--- config.mk ---
export PLATFORM = sky130hd
export DESIGN_NAME = fxp_mac_unit
export DESIGN_NICKNAME = d
export VERILOG_FILES = /design/src/rtl/fxp_mac_pkg.sv /design/src/rtl/fxp_mac_mult.sv /design/src/rtl/fxp_mac_acc.sv /design/src/rtl/fxp_mac_quant.sv /design/src/rtl/fxp_mac_unit.sv
export SDC_FILE = /design/constraint.sdc
export NUM_CORES = 1
export LEC_CHECK = 0
export BUFFER_PORTS_ARGS = -buffer_cell sky130_fd_sc_hd__buf_2
export CAP_MARGIN = 20
export CORE_MARGIN = 2
export CORE_UTILIZATION = 55
export DETAILED_ROUTE_END_ITERATION = 10
export PLACE_DENSITY = 0.76
export SETUP_SLACK_MARGIN = 0.3
export SYNTH_ARGS = -nofsm -noshare
export SYNTH_HDL_FRONTEND = slang
export SYNTH_SLANG_ARGS = --single-unit
--- constraint.sdc ---
create_clock -name clk -period 9.8 [get_ports clk]
set_clock_uncertainty 0.15 [all_clocks]
set_input_delay 1.96 -clock clk [delete_from_list [all_inputs] [get_ports clk]]
set_output_delay 1.96 -clock clk [all_outputs]
set_load 0.005 [all_outputs]
--- src/rtl/fxp_mac_pkg.sv ---
package fxp_mac_pkg;
  typedef enum logic [1:0] {
    OP_CLR  = 2'd0,
    OP_MAC  = 2'd1,
    OP_MSU  = 2'd2,
    OP_LOAD = 2'd3
  } mac_op_e;

  typedef enum logic [1:0] {
    QZ_ROUND  = 2'd0,
    QZ_FLOOR  = 2'd1,
    QZ_TOZERO = 2'd2,
    QZ_FLOOR2 = 2'd3
  } qz_mode_e;

  typedef enum logic [1:0] {
    OV_SAT   = 2'd0,
    OV_ZERO  = 2'd1,
    OV_WRAP  = 2'd2,
    OV_WRAP2 = 2'd3
  } ov_mode_e;
endpackage

--- src/rtl/fxp_mac_mult.sv ---
module fxp_mac_mult #(
  parameter int IN_W  = 16,
  parameter int ACC_W = 40
) (
  input  logic [IN_W-1:0]         a,
  input  logic [IN_W-1:0]         b,
  input  logic                    frac,
  output logic signed [ACC_W-1:0] prod
);
  localparam int MW = IN_W + 1;
  localparam int PW = 2 * MW;

  logic signed [MW-1:0]    ax, bx;
  logic signed [PW-1:0]    p;
  logic signed [ACC_W-1:0] pext;

  assign ax = {a[IN_W-1], a};
  assign bx = {b[IN_W-1], b};
  assign p  = PW'(ax) * PW'(bx);

  generate
    if (ACC_W > PW) begin : g_ext
      assign pext = {{(ACC_W-PW){p[PW-1]}}, p};
    end else begin : g_trim
      assign pext = p[ACC_W-1:0];
    end
  endgenerate

  // Fractional mode: one left shift drops the duplicated sign bit.
  assign prod = frac ? {pext[ACC_W-2:0], 1'b0} : pext;
endmodule

--- src/rtl/fxp_mac_acc.sv ---
module fxp_mac_acc
  import fxp_mac_pkg::*;
#(
  parameter int ACC_W = 40
) (
  input  logic                    clk,
  input  logic                    rst,
  input  logic                    in_valid,
  output logic                    in_ready,
  input  logic [1:0]              op,
  input  logic signed [ACC_W-1:0] prod,
  output logic                    out_valid,
  input  logic                    out_ready,
  output logic signed [ACC_W-1:0] acc
);
  logic fire;
  logic signed [ACC_W-1:0] acc_nx;

  assign in_ready = !out_valid || out_ready;
  assign fire     = in_valid && in_ready;

  always_comb begin
    unique case (mac_op_e'(op))
      OP_CLR:  acc_nx = '0;
      OP_MAC:  acc_nx = acc + prod;
      OP_MSU:  acc_nx = acc - prod;
      default: acc_nx = prod;
    endcase
  end

  always_ff @(posedge clk) begin
    if (rst) begin
      acc       <= '0;
      out_valid <= 1'b0;
    end else begin
      if (fire) acc <= acc_nx;
      if (fire) out_valid <= 1'b1;
      else if (out_ready) out_valid <= 1'b0;
    end
  end

  a_r5_stall_hold: assert property (@(posedge clk) disable iff (rst)
    (out_valid && !out_ready) |=> (out_valid && $stable(acc)));
  a_r5_valid_after_fire: assert property (@(posedge clk) disable iff (rst)
    fire |=> out_valid);
  a_r4_clear_zero: assert property (@(posedge clk) disable iff (rst)
    (fire && op == OP_CLR) |=> (acc == '0));
  a_r2_load_prod: assert property (@(posedge clk) disable iff (rst)
    (fire && op == OP_LOAD) |=> (acc == $past(prod)));
endmodule

--- src/rtl/fxp_mac_quant.sv ---
module fxp_mac_quant
  import fxp_mac_pkg::*;
#(
  parameter int ACC_W = 40,
  parameter int OUT_W = 16,
  parameter int DROP  = 16
) (
  input  logic                    clk,
  input  logic                    rst,
  input  logic signed [ACC_W-1:0] acc,
  input  logic [1:0]              qsel,
  input  logic [1:0]              osel,
  input  logic                    sym,
  output logic [OUT_W-1:0]        y
);
  localparam int KW = ACC_W - DROP + 1;
  localparam logic [ACC_W:0] HALF = {{(ACC_W-DROP+1){1'b0}}, 1'b1, {(DROP-1){1'b0}}};
  localparam logic [OUT_W-1:0] MAXV = {1'b0, {(OUT_W-1){1'b1}}};
  localparam logic [OUT_W-1:0] NEGV = {1'b1, {(OUT_W-1){1'b0}}};

  logic [ACC_W:0]      ax, rsum;
  logic [KW-1:0]       q_rnd, q_flr, q_tz, q;
  logic                bump, ovf, neg;
  logic [KW-OUT_W:0]   top;
  logic [OUT_W-1:0]    low, minv;

  assign ax    = {acc[ACC_W-1], acc};
  assign rsum  = ax + HALF;
  assign q_rnd = rsum[ACC_W:DROP];
  assign q_flr = ax[ACC_W:DROP];
  assign bump  = acc[ACC_W-1] && (|acc[DROP-1:0]);
  assign q_tz  = q_flr + {{(KW-1){1'b0}}, bump};

  always_comb begin
    unique case (qz_mode_e'(qsel))
      QZ_ROUND:  q = q_rnd;
      QZ_TOZERO: q = q_tz;
      default:   q = q_flr;
    endcase
  end

  assign top  = q[KW-1:OUT_W-1];
  assign ovf  = !((&top) || !(|top));
  assign neg  = q[KW-1];
  assign low  = q[OUT_W-1:0];
  assign minv = sym ? (NEGV | {{(OUT_W-1){1'b0}}, 1'b1}) : NEGV;

  always_comb begin
    unique case (ov_mode_e'(osel))
      OV_SAT: begin
        if (ovf)                     y = neg ? minv : MAXV;
        else if (sym && low == NEGV) y = minv;
        else                         y = low;
      end
      OV_ZERO: y = ovf ? '0 : low;
      default: y = low;
    endcase
  end

  a_r9_sat_pos: assert property (@(posedge clk) disable iff (rst)
    (osel == OV_SAT && !acc[ACC_W-1] && (|acc[ACC_W-2:DROP+OUT_W-1])) |-> (y == MAXV));
  a_r10_sym_no_min: assert property (@(posedge clk) disable iff (rst)
    (osel == OV_SAT && sym) |-> (y != NEGV));
  a_r11_zero_deep_neg: assert property (@(posedge clk) disable iff (rst)
    (osel == OV_ZERO && acc[ACC_W-1] && !(&acc[ACC_W-2:DROP+OUT_W])) |-> (y == '0));
  a_r12_wrap_floor: assert property (@(posedge clk) disable iff (rst)
    (osel == OV_WRAP && qsel == QZ_FLOOR) |-> (y == acc[DROP+OUT_W-1:DROP]));
endmodule

--- src/rtl/fxp_mac_unit.sv ---
module fxp_mac_unit #(
  parameter int IN_W   = 16,
  parameter int GUARD_W = 8,
  parameter int ACC_W  = 2 * IN_W + GUARD_W
) (
  input  logic             clk,
  input  logic             rst,
  input  logic             in_valid,
  output logic             in_ready,
  input  logic [1:0]       in_op,
  input  logic [IN_W-1:0]  in_a,
  input  logic [IN_W-1:0]  in_b,
  input  logic             frac_en,
  input  logic [1:0]       qsel,
  input  logic [1:0]       osel,
  input  logic             sat_sym,
  output logic             out_valid,
  input  logic             out_ready,
  output logic [ACC_W-1:0] acc_out,
  output logic [IN_W-1:0]  q_out
);
  localparam int DROP = IN_W;

  logic signed [ACC_W-1:0] prod;
  logic signed [ACC_W-1:0] acc;

  fxp_mac_mult #(.IN_W(IN_W), .ACC_W(ACC_W)) u_mult (
    .a(in_a), .b(in_b), .frac(frac_en), .prod(prod)
  );

  fxp_mac_acc #(.ACC_W(ACC_W)) u_acc (
    .clk(clk), .rst(rst), .in_valid(in_valid), .in_ready(in_ready),
    .op(in_op), .prod(prod), .out_valid(out_valid), .out_ready(out_ready),
    .acc(acc)
  );

  fxp_mac_quant #(.ACC_W(ACC_W), .OUT_W(IN_W), .DROP(DROP)) u_quant (
    .clk(clk), .rst(rst), .acc(acc), .qsel(qsel), .osel(osel),
    .sym(sat_sym), .y(q_out)
  );

  assign acc_out = acc;
endmodule

After elaboration in Yosys (flattened, before gate mapping)
Cells that the tools add are included.
- register bits after elaboration: 41
- output and inout port bits: 58
- input port bits: 44
- $mul: 1
- mux-type cells: 11
- add/sub/neg operators: 4
- eq/ne operators: 5
- reductions and logical operators: 14
- operators with widths (operator ; count):
    $pmux 40 s3 ; 1
    $mux 16 ; 4
    $pmux 25 s2 ; 1
    $add 40x17->41 const B ; 1
    $add 40x33->40 ; 1
    $sub 40x33->40 ; 1
    $mul 16x16->32 ; 1
    $mux 32 ; 1
    $pmux 16 s2 ; 1
    $add 24x2->25 ; 1
    $eq 16x16->1 const B ; 1
    $reduce_or 16->1 ; 1
    $reduce_and 10->1 ; 1
    $reduce_or 10->1 ; 1
    $logic_not 2->1 ; 3
    $eq 2x1->1 const B ; 2
    $eq 2x2->1 const B ; 2
    $logic_and 1x1->1 ; 3
    $mux 1 ; 3
    $logic_not 1->1 ; 2
    $logic_or 1x1->1 ; 2
    $reduce_bool 2->1 ; 1

Logic depth before layout (Yosys ltp)
- depth after elaboration: 9
- mapped depth: 39
- gate-level depth less buffers: 36

Hierarchy
From an unflattened synthesis, not the netlist that was laid out.
- cells, all modules: 2073
- area total of the unflattened synthesis: 16673.5 um^2
- by module, submodules not included (module ; instances ; area an instance (um^2) ; sequential area each (um^2) ; cells an instance):
    fxp_mac_mult ; 1 ; 10395.0 ; 0.0 ; 1200
    fxp_mac_acc ; 1 ; 5042.3 ; 820.8 ; 695
    fxp_mac_quant ; 1 ; 1236.2 ; 0.0 ; 178

Worst setup path after synthesis
OpenSTA, ideal clock, no wires.
- path kind: input port to flip-flop
- start: input in_a[15]
- end: register u_acc.acc[37]
- slack: -0.715 ns
- stages: 34
- data required time: 9.555 ns
- library setup time: 0.095 ns
- path buffers: 2
- arrival: 10.270 ns
- cells stage by stage: clkbuf_1 > nand2_1 > fa_1 > inv_1 > fa_1 > fa_1 > fa_1 > fa_1 > inv_1 > fa_1 > inv_1 > ha_1 > clkbuf_1 > nand2_1 > or3_1 > nor2_1 > a211oi_1 > o21a_1 > xnor2_1 > mux2_2 > nor3_1 > a21oi_1 > xnor2_1 > ha_1 > a21o_1 > a21o_1 > o21bai_1 > nor4_1 > nor2_1 > a221oi_1 > nor2b_1 > xnor2_1 > nand2_1 > a221oi_1
- cells in the longest elaborated chain, start to end: 4
- elaborated cells between the ends (all ways): 5
- RTL lines (what ; RTL line ; text):
    start: declaration ; fxp_mac_unit.sv:11 ; input logic [IN_W-1:0] in_a,
    $mul 16x16->32 (*) ; fxp_mac_mult.sv:19 ; assign p = PW'(ax) * PW'(bx);
    $mux 32 ; fxp_mac_mult.sv:30 ; assign prod = frac ? {pext[ACC_W-2:0], 1'b0} : pext;
    $sub 40x33->40 or $add 40x33->40 (tied branches) ; fxp_mac_acc.sv:26, fxp_mac_acc.sv:25 ;
    $pmux 40 s3 (*) ; fxp_mac_acc.sv:23 ; unique case (mac_op_e'(op))
    end signal: assignment ; fxp_mac_acc.sv:36 ; if (fire) acc <= acc_nx;
    end: declaration ; fxp_mac_acc.sv:14 ; output logic signed [ACC_W-1:0] acc
Mark *: on every way between the ends. The rest lies on a longest branch, timed or not.
A chain may end at the register's enable or synchronous reset.

Final worst setup path
- start: input in_a[6]
- end: register u_acc.acc[30]
- cells in the longest elaborated chain, start to end: 4
- elaborated cells between the ends (all ways): 5
- RTL lines (what ; RTL line):
    $mul 16x16->32 (*) ; fxp_mac_mult.sv:19
    $mux 32 (*) ; fxp_mac_mult.sv:30
    $sub 40x33->40 or $add 40x33->40 (tied branches) ; fxp_mac_acc.sv:26, fxp_mac_acc.sv:25
    $pmux 40 s3 (*) ; fxp_mac_acc.sv:23
Marked as above.

==> qor.txt <==
Antenna cells: 0
Async SR Flop Fraction: 0%
DRC viols: 0
Clk_lat worst skew: 290 ps
Worst slew pin tran: 921 ps
Post-CTS Hold Fix Bufs: 0
Worst setup margin: -215 ps
Synth unique cells: 90
Drt total wl: 45800 um
Core area: 29400 um2
Final Slew Violations: 0
FP Rows: 63
Gr ovfl total: 0
Num ports: 102
Most Frequent Cell on Critical Path: fa_1
Hold WC Path Type: reg2reg
Crit path kind: in2reg
Sequential-to-total area share from yosys stat: 5.04%
TritonCTS clock tree: done
Die height: 176 um
Critical path's largest stage delay: 550 ps
Main synth FF type: dfxtp_1
Syn_nets: 2433
Hold Vio Cnt, Final: 0
First-pass iteration count of the detailed router: 5
H-tree Lvls: 2
Largest net degree at the start of global routing: 62
F_max: 99.8 MHz
Pre-CTS setup slack: -569 ps
Reg2reg start: u_acc.acc[0]
Final setup viols: 11
Failing checks: setup timing
DIE AREA: 31000 um2
Initial Util: 55.4%
Antenna Nets Post-Route: 0
R2R setup slack: 5960 ps
Clock-pin slew on the worst setup and hold paths: 70 ps
CP endpoint kind: register
Unrepaired setup endpoints after global routing: true
Worst reg2reg path depth: 14
Number of flops mapped to enable cells by yosys: 0
Seq cells post-synth: 41
Final net count: 2806
First-pass GRT wire length: 75400 um
Share of layout cells above drive strength 1: 28.8%
Vias in the first global route: 16400
Drt via density: 5.69
Max FO, Critical Path: 7
Worst setup path start: in_a[6]
Critical Path AT: 10010 ps
Clock root cell: clkbuf_16
Final min period: 10020 ps
Area delta synth->final: 29.5%
Worst reg2reg endpoint: u_acc.acc[26]
Status: finished, violations left
Max Cap Viol: 0
Drt wl/cell: 16.6 um
Total CTS buffers: 5
Critical Path Source Type: input port
Slew Limit Headroom: 38.6%
Clock Sink Count: 41
Avg Synthesized Cell Area: 8.15 um2
Synth Warn #: 0
Post-Syn Instances: 1999
Synthesized area: 16300 um2
Max Root-Sink Buffers: 2
Final cycle utilization of the critical path: 102%
I/O Buffers: 101
WP data required: 9790 ps
Routed vias: 15700
GRT Resource Usage Total: 29.5%
Die W: 176 um
Initial antenna violation count: 0
DRT iter0 DRCs: 1061
Worst path slowest cell: fa_1
CP endpoint: u_acc.acc[30]
Final Wtd Congestion: 0.986
Dpl hpwl: 35600 um
[how the worst min path moves through the flow]
| stage | startpoint | to | slack (ps) | cells after the start |
|---|---|---|---|---|
| after floorplan | u_acc.acc[0] | u_acc.acc[0] | 340 | 2 |
| after global placement | u_acc.acc[0] | u_acc.acc[0] | 350 | 2 |
| after detailed placement | u_acc.acc[4] | u_acc.acc[4] | 380 | 2 |
| after CTS | u_acc.acc[4] | u_acc.acc[4] | 390 | 2 |
| after global routing | u_acc.acc[4] | u_acc.acc[4] | 410 | 2 |
| final | u_acc.acc[0] | u_acc.acc[0] | 390 | 2 |
[cells by family (layout without fill, tap and decap cells)]
kind of cell             Yosys count  in the layout  share of synthesized area (%)
buffers and inverters            428            802                           9.95
AND/OR/NAND/NOR                  645            645                           19.8
flip-flops                        41             41                           5.04
AO/OA/AOI/OAI                    357            357                           15.4
multiplexers                      20             20                           1.37
adder cells (fa/ha/maj)          390            390                           42.1
XOR/XNOR                         118            118                           6.34
[cells in the final DEF (no fill, tap or decap), types with 8 or more instances in the layout]
cell type,synthesis,final
inv_2,0,12
or3_1,11,10
nor2_2,2,8
nand2_2,0,9
buf_6,0,26
nor2b_1,11,10
and2_4,0,20
xor2_1,42,40
ha_1,127,106
buf_2,5,77
and2_1,136,116
nand2b_1,18,18
a21oi_2,1,26
dfxtp_1,41,41
nand2_1,195,183
a211oi_1,21,17
nor3_1,45,41
nor2_1,129,118
nand3_1,24,22
a21oi_1,97,70
buf_4,2,332
o21ai_2,1,8
and3_1,23,20
o21ai_0,70,58
buf_12,0,9
ha_4,0,18
a21o_1,30,28
mux2i_1,14,14
a221oi_1,17,11
nand4_1,16,16
a31oi_1,18,14
inv_1,346,334
fa_1,263,250
o21ai_1,5,10
fa_2,0,13
xnor2_1,76,69
[critical path, delay by kind of cell]
kind,cells,cell delay (ps)
AOI/OAI and AO/OA,12,2510
xor gates and xnor gates,3,730
buffers and inverters,8,740
and+or+nand+nor,4,420
adders and majority gates,8,3620
[per-stage QoR]
stage	TNS [ps]	instance area (um2)	instances	util, %	hold slack (ps)
after floorplan	0	17000	1999	-	340
after global placement	-4110	19700	2699	67.1	353
after detailed placement	-6580	19700	2699	67.1	383
after CTS	-236	20500	2740	69.8	392
after global routing	-5860	21100	2763	71.7	410
final	-854	21100	2763	71.7	388
[repair_timing]
item / in CTS / in global routing
gates cloned: 0 / 0
pin swaps: 82 / 119
endpoints found under the setup margin: 22 / 25
gates resized for setup: 93 / 107
buffers inserted: 33 / 23
[cells in the mapped netlist, types with 4 or more instances]
library cell / number / share of area (%)
and2_1: 136 / 5.2
nor4_1: 10 / 0.38
buf_2: 5 / 0.15
nand4_1: 16 / 0.61
a211o_1: 6 / 0.32
nor3_1: 45 / 1.4
mux2i_1: 14 / 0.86
a21oi_1: 97 / 3.0
a311oi_1: 4 / 0.21
or3_1: 11 / 0.42
nand2_1: 195 / 4.5
o211ai_1: 5 / 0.23
inv_1: 346 / 8.0
buf_1: 9 / 0.21
a31oi_1: 18 / 0.69
nor2_1: 129 / 3.0
a21boi_1: 4 / 0.18
a21boi_0: 6 / 0.28
o221ai_1: 5 / 0.27
ha_1: 127 / 9.8
o21bai_1: 7 / 0.32
mux2_2: 4 / 0.28
nand3_1: 24 / 0.74
nand2b_1: 18 / 0.69
a221oi_1: 17 / 0.91
or2_2: 4 / 0.15
a21o_1: 30 / 1.4
clkbuf_1: 65 / 1.5
xor2_1: 42 / 2.3
a211oi_1: 21 / 0.97
dfxtp_1: 41 / 5.0
o21ai_1: 5 / 0.15
xnor2_1: 76 / 4.1
o31ai_1: 4 / 0.18
o21a_1: 9 / 0.41
and3_1: 23 / 0.88
o21ai_0: 70 / 2.2
nor3_2: 4 / 0.25
o41ai_1: 4 / 0.21
fa_1: 263 / 32
nor2b_1: 11 / 0.42
[per-layer routing]
metal | part of all wire, % | GRT usage, %
met4 | 4.0 | 10.5
met2 | 52 | 54.4
met5 | 0 | 0
met3 | 5.1 | 3.21
met1 | 39 | 35.5
[cell type report]
type	count	area [um2]
Clock buffer	6	129
Clock inverter	2	10.0
Fill cell	2136	8310
Inverter	346	1300
Multi-Input combinational cell	1530	15000
Sequential cell	41	821
Tap cell	390	488
Timing Repair Buffer	448	3390
[flip-flops by register name (all words and copies together), names as in the netlist]
name and count:
u_acc.out_valid 1, u_acc.acc 40
Power is not shown: default switching activity piles up to over one toggle a cycle in this logic, so the estimate is an artifact.
